==> src/rtl/mask_refresh.sv <==
module mask_refresh #(
  parameter int NSH = 3,
  parameter int W   = 8
) (
  input  logic                          clk,
  input  logic                          rst_n,
  input  logic                          in_valid,
  output logic                          in_ready,
  input  logic [NSH*W-1:0]              in_shares,
  input  logic [NSH*(NSH-1)/2*W-1:0]    in_rand,
  input  logic                          in_mode,
  output logic                          out_valid,
  input  logic                          out_ready,
  output logic [NSH*W-1:0]              out_shares
);
  localparam int NLIN = NSH - 1;
  localparam int NRND = NSH * (NSH - 1) / 2;

  logic [W-1:0] a    [NSH];
  logic [W-1:0] r    [NRND];
  logic [W-1:0] lin  [NSH];
  logic [W-1:0] quad [NSH];
  logic [W-1:0] fold;
  logic [NSH*W-1:0] nxt;
  logic [NSH*W-1:0] hold_q;
  logic             vld_q;

  for (genvar g = 0; g < NSH; g++) begin : g_sh
    assign a[g] = in_shares[g*W +: W];
    if (g < NLIN) begin : g_lead
      assign lin[g] = a[g] ^ r[g];
    end else begin : g_last
      assign lin[g] = a[g] ^ fold;
    end
    assign nxt[g*W +: W] = in_mode ? quad[g] : lin[g];
  end

  for (genvar k = 0; k < NRND; k++) begin : g_rw
    assign r[k] = in_rand[k*W +: W];
  end

  always_comb begin
    fold = '0;
    for (int k = 0; k < NLIN; k++) fold = fold ^ r[k];
  end

  always_comb begin
    int k;
    k = 0;
    for (int i = 0; i < NSH; i++) quad[i] = a[i];
    for (int i = 0; i < NSH; i++) begin
      for (int j = i + 1; j < NSH; j++) begin
        quad[i] = quad[i] ^ r[k];
        quad[j] = quad[j] ^ r[k];
        k++;
      end
    end
  end

  assign in_ready = !vld_q || out_ready;

  always_ff @(posedge clk) begin
    if (!rst_n) begin
      vld_q  <= 1'b0;
      hold_q <= '0;
    end else if (in_ready) begin
      vld_q <= in_valid;
      if (in_valid) hold_q <= nxt;
    end
  end

  assign out_valid  = vld_q;
  assign out_shares = hold_q;
endmodule

==> config.mk <==
export PLATFORM = sky130hd
export DESIGN_NAME = mask_refresh
export DESIGN_NICKNAME = d
export VERILOG_FILES = /design/src/rtl/mask_refresh.sv
export SDC_FILE = /design/constraint.sdc
export NUM_CORES = 1
export LEC_CHECK = 0
export ABC_AREA = 1
export BUFFER_PORTS_ARGS = -buffer_cell sky130_fd_sc_hd__buf_2
export CAP_MARGIN = 20
export CORE_AREA = 2 2 70 72
export CTS_BUF_LIST = sky130_fd_sc_hd__clkbuf_16
export DETAILED_ROUTE_END_ITERATION = 10
export DIE_AREA = 0 0 72 74
export PLACE_DENSITY = 0.78
export SYNTH_ARGS = -nofsm -noshare
export SYNTH_HDL_FRONTEND = slang
export SYNTH_SLANG_ARGS = --single-unit
==> constraint.sdc <==
create_clock -name clk -period 1.95 [get_ports clk]
set_input_delay 0.0975 -clock clk [delete_from_list [all_inputs] [get_ports clk]]
set_output_delay 0.0975 -clock clk [all_outputs]
set_load 0.01 [all_outputs]
==> results of run 1 <==
==> stage by stage <==
stage / area, µm² / hold WS, ns / std cells
floorplan: 2190 / 0.236 / 405
finish: 2650 / 0.115 / 531
global placement: 2570 / 0.381 / 527
detailed placement: 2570 / 0.387 / 527
CTS: 2650 / 0.116 / 531
global route: 2650 / 0.119 / 531
==> kinds of logic (layout without fill, tap and decap cells) <==
family                 Yosys count  in the layout  share of synthesized area, %
XOR/XNOR                         7              7                          2.80
AO/OA/AOI/OAI                   41             41                          11.3
flip-flops                      25             25                          22.8
buffers and inverters           82            154                          16.6
AND/OR/NAND/NOR                250            250                          46.5
==> placed cells by master (no fill, tap or decap), drive strengths merged <==
cell,instances
a21oi,17
buf,80
clkbuf,3
clkinv,2
dfxtp,25
inv,69
nand2,175
nand3,49
nor2,18
o21ai,24
or2,8
xnor2,7
==> power by group through the flow <==
| stage | registers [mW] | clock network (mW) | logic, mW |
|---|---|---|---|
| 2_1_floorplan | 0.611 | 0 | 0.292 |
| 3_3_place_gp | 0.594 | 0 | 0.460 |
| 3_5_place_dp | 0.593 | 0 | 0.471 |
| 4_1_cts | 0.582 | 0.468 | 0.473 |
| 5_1_grt | 0.586 | 0.488 | 0.538 |
| 6_report | 0.582 | 0.459 | 0.471 |
==> worst max-delay path, stage by stage (launching register included) <==
cell and delay [ns]:
dfxtp_1 0.34, a21oi_4 0.14, buf_4 0.43, nor2_1 0.09, nor2_1 0.11, nand2_1 0.07
inv_1 0.04
==> synth_stat cells <==
cell	instances
a21oi_1	12
inv_2	2
buf_6	4
a21oi_2	4
dfxtp_1	25
o21ai_0	14
clkinv_1	1
a21oi_4	1
buf_4	5
or2_2	8
nor2_1	18
nand2_1	175
inv_4	1
xnor2_1	7
buf_2	3
o21ai_1	6
inv_1	66
o21ai_2	4
nand3_1	49
==> worst max-delay path by stage <==
stage / to / slack [ns] / cells after the start
after floorplan: out_shares[5] / 0.89 / 6
after global placement: out_shares[1] / 0.69 / 5
after detailed placement: out_shares[1] / 0.68 / 5
after CTS: out_shares[5] / 0.67 / 5
after global routing: out_shares[7] / 0.53 / 6
final: out_shares[1] / 0.67 / 6
==> layout make-up <==
type,instances,area [µm²]
fillers,456,1950
multi-input cells,298,1330
flip-flops and latches,25,500
repair buffers,80,405
inverters,70,265
clock buffers,3,75.1
well taps,54,67.6
clock inverters,1,5.00
==> metal layers <==
metal / up-vias / GRT usage [%]
met5: - / 0
met4: 0 / 2.10
met3: 2 / 3.52
met2: 85 / 34.2
met1: 1110 / 23.7
li1: 1376 / -
==> sequential cells by signal, indices dropped and copies added, names as in the netlist <==
signal and cells:
out_shares 24, out_valid 1
==> results_dict.tcl, run 1 <==
set metrics [dict create \
    maxCapViolations 0 \
    rrSetupSlack_ns 0.67 \
    syn_to_final_growth_pct 20.8 \
    total_power_mw 1.51 \
    vias 2573 \
    grt_pass1_vias 2064 \
    port_buffers 78 \
    start_util_pct 47.6 \
    grt_max_degree 49 \
    yosys_warnings 0 \
    rows 25 \
    ys_seq_area_share_pct 22.8 \
    synth_top_area_share_pct 30.0 \
    yosys-top-cells-area "nand2_1 30%, dfxtp_1 23%, inv_1 11%" \
    peakVddDrop_mv 0.320 \
    first_pass_iters 4 \
    switching_share_pct 32.3 \
    wl_um 5130 \
    layout-drive-gt1-share_pct 21.8 \
    cp-end-kind "flop" \
    coreArea_um2 4600 \
    startpoint "out_valid" \
    status "finished clean" \
    hold_viol_final 0 \
    m1WireLength_um 2320 \
    ant_nets 0 \
    wl_met2_um 2400 \
    fin_setup_tns_ns 0 \
    tightest_slew_ns 0.480 \
    dr.first_iter.drc_count 125 \
    cts-buffers-inserted 3 \
    gp_congestion 0.860 \
    final_util_pct 57.6 \
    nets 531 \
    dpl_worst_slack_ns 0.680 \
    cts_root_buffer "clkbuf_16" \
    seq_power_share_pct 38.5 \
    worst_slack_ns 0.672 \
    r2r-end "out_shares[1]" \
    setup_viol 0 \
    drv_slew 0 \
    syn_nets 458 \
    ys_ff_latch 25 \
    htree_levels 1 \
    ios 79 \
    r2r_cells 6 \
    p_comb_share_pct 31.2 \
    wl_per_cell_um 9.65 \
    hp-start "in_valid" \
    cts_setup_buffers 0 \
    synth_cell_types 19 \
    fmax_ghz 0.783 \
    cts_hold_buf 0 \
    highest_layer "met4" \
    grt.overflow.total 0 \
    syn_inst 405 \
    rr_startpoint "out_valid" \
    leakagePower_nw 1.69 \
    p_sw_mw 0.488 \
    met3_length_um 387 \
    pwr_density_cell_nw_per_um2 571 \
    die_h_um 74 \
    hold_depth 3 \
    fin_crit_sh_pct 65.5 \
    hpwl_um 3920 \
    cp_max_fo 48 \
    hp-class "input port to flop" \
    grt_antenna_before_repair 0 \
    drcViolationCount 0 \
    synthesis.area_um2 2190 \
    die-area_um2 5330 \
    diodes 0 \
    cp.arrival_ns 1.49 \
    ctsResizeCount 0 \
    grt_pass1_wl_um 8270 \
    worstSetupStartpointType "flop" \
    fin_skew_ns 0.00243 \
    clk_latency_ns 0.26 \
    viasPerCell 4.85 \
    syn_area_per_cell_um2 5.41 \
    cts.sinks 25 \
    die_x_um 72 \
    p_clk_share_pct 30.3 \
    holdPathEnd "out_valid" \
    path_class "flop to flop" \
    final.min_clock_period_ns 1.28 \
    internal_power_mw 1.02 \
    relSlewSlack_pct 68.0 \
    cts_tree "done" \
    crit_required_ns 2.16 \
    track_usage_pct 18.7 \
    synth_top_cell_by_area "nand2_1" \
    rsz0062_at_grt "false" \
    cts_buffer_depth 2 \
    clkTransAtPathRegs_ns 0.06 \
]
No activity file was read; power rests on OpenSTA's default activity.
==> inputs of run 2 (changes only) <==
- CORE_AREA: 2 2 70 72 -> 2 2 73 75
- DIE_AREA: 0 0 72 74 -> 0 0 75 77
- PLACE_DENSITY: 0.78 -> 0.75
- clock period: 1.95 -> 1.1 ns (I/O delays scaled with it)
==> results_dict.tcl, run 2 (same netlist as run 1, synthesis figures left out) <==
set metrics [dict create \
    die_h_um 77 \
    first_pass_iters 4 \
    rr_startpoint "out_valid" \
    fin_area_um2 2790 \
    hold_viol_final 0 \
    die-area_um2 5780 \
    final_cell_mix "175 x nand2_1, 78 x buf_2, 66 x inv_1, 49 x nand3_1, 24 x dfxtp_1" \
    wl_um 5360 \
    layout-drive-gt1-share_pct 23.5 \
    ant_nets 0 \
    crit_required_ns 1.31 \
    fill_cells 523 \
    grt_pass1_vias 2106 \
    dr.first_iter.drc_count 75 \
    path_class "flop to flop" \
    track_usage_pct 18.1 \
    worst_hold_slack_ns 0.0744 \
    rows 26 \
    vias 2581 \
    cp-end-kind "flop" \
    cts_buffer_depth 2 \
    drcViolationCount 0 \
    grt.overflow.total 0 \
    relSlewSlack_pct 78.4 \
    start_util_pct 44.0 \
    dpl_worst_slack_ns 0.0457 \
    peakVddDrop_mv 0.630 \
    hp-start "in_valid" \
    clk_latency_ns 0.26 \
    hp-class "input port to flop" \
    fin_cells 556 \
    holdPathEnd "out_valid" \
    ios 79 \
    final_util_pct 56.1 \
    maxCapViolations 0 \
    largest_reg_flops 24 \
    worstSetupStartpointType "flop" \
    r2r-end "out_shares[2]" \
    pwr_density_cell_nw_per_um2 987 \
    dp_cells 548 \
    grt_max_degree 31 \
    setup_viol 0 \
    htree_levels 1 \
    port_buffers 78 \
    grt_pass1_wl_um 8670 \
    tightest_slew_ns 0.321 \
    cp.arrival_ns 1.29 \
    cts_tree "done" \
    hold_depth 3 \
    cts_root_buffer "clkbuf_16" \
    final_common_cell "nand2_1" \
    cp_max_fo 15 \
    coreArea_um2 4980 \
    cts_hold_buf 0 \
    die_x_um 75 \
    hpwl_um 4060 \
    r2r_cells 7 \
    syn_to_final_growth_pct 27.5 \
    grt_antenna_before_repair 0 \
    leakagePower_nw 1.75 \
    clkTransAtPathRegs_ns 0.07 \
    drv_slew 0 \
    worst_slack_ns 0.0202 \
    nets 540 \
    fin_setup_tns_ns 0 \
    gp_congestion 0.822 \
    rrSetupSlack_ns 0.02 \
    final.min_clock_period_ns 1.08 \
    cts.sinks 25 \
    fin_crit_sh_pct 98.2 \
    fmax_ghz 0.926 \
    placed_cell_area_um2 2640 \
    status "finished clean" \
    fin_skew_ns 0.00407 \
    cts-buffers-inserted 3 \
    diodes 0 \
    wl_per_cell_um 9.65 \
    viasPerCell 4.64 \
    total_power_mw 2.76 \
]
## run 2: per-layer routing
| layer | track usage (%) | wire (µm) | vias to the layer above |
|---|---|---|---|
| met4 | 3.57 | 34 | 0 |
| met3 | 2.89 | 254 | 2 |
| met1 | 24.3 | 2640 | 1123 |
| li1 | - | - | 1397 |
| met5 | 0 | 0 | - |
| met2 | 30.2 | 2440 | 59 |
## run 2: power by group
part / internal, mW / total [mW] / switching, mW
Combinational: 0.391 / 0.903 / 0.512
Clock: 0.493 / 0.821 / 0.328
Sequential: 0.986 / 1.03 / 0.0476
Total: 1.87 / 2.76 / 0.887
## run 2: area by class of cell
| cell class | count | area (µm²) | share of cell area, % |
|---|---|---|---|
| multi-input combinational | 298 | 1330 | 47.5 |
| tap | 70 | 87.6 | 3.14 |
| timing repair buffer | 89 | 528 | 18.9 |
| inverter | 70 | 265 | 9.50 |
| sequential | 25 | 502 | 18.0 |
| clock buffer | 3 | 75.1 | 2.69 |
| clock inverter | 1 | 7.51 | 0.269 |
## run 2: worst max-delay path: stages, from the launching register on
cell	delay [ns]
dfxtp_2	0.34
a21oi_4	0.13
buf_4	0.16
clkbuf_16	0.17
nor2_1	0.05
nor2_1	0.08
nand2_1	0.07
inv_1	0.04
## run 2: repair_timing
item	CTS	global route
endpoints found under the setup margin	0	7
setup buffers	0	2
gates resized for setup	0	5
## run 2: worst max-delay path by stage
stage,start,end,slack (ns),depth (start not counted)
3_3_place_gp,out_valid,out_shares[7],0.1,6
2_1_floorplan,out_valid,out_shares[5],0.04,6
4_1_cts,out_valid,out_shares[5],0.03,6
6_report,out_valid,out_shares[2],0.02,7
5_1_grt,out_valid,out_shares[2],-0.02,7
3_5_place_dp,out_valid,out_shares[5],0.05,6
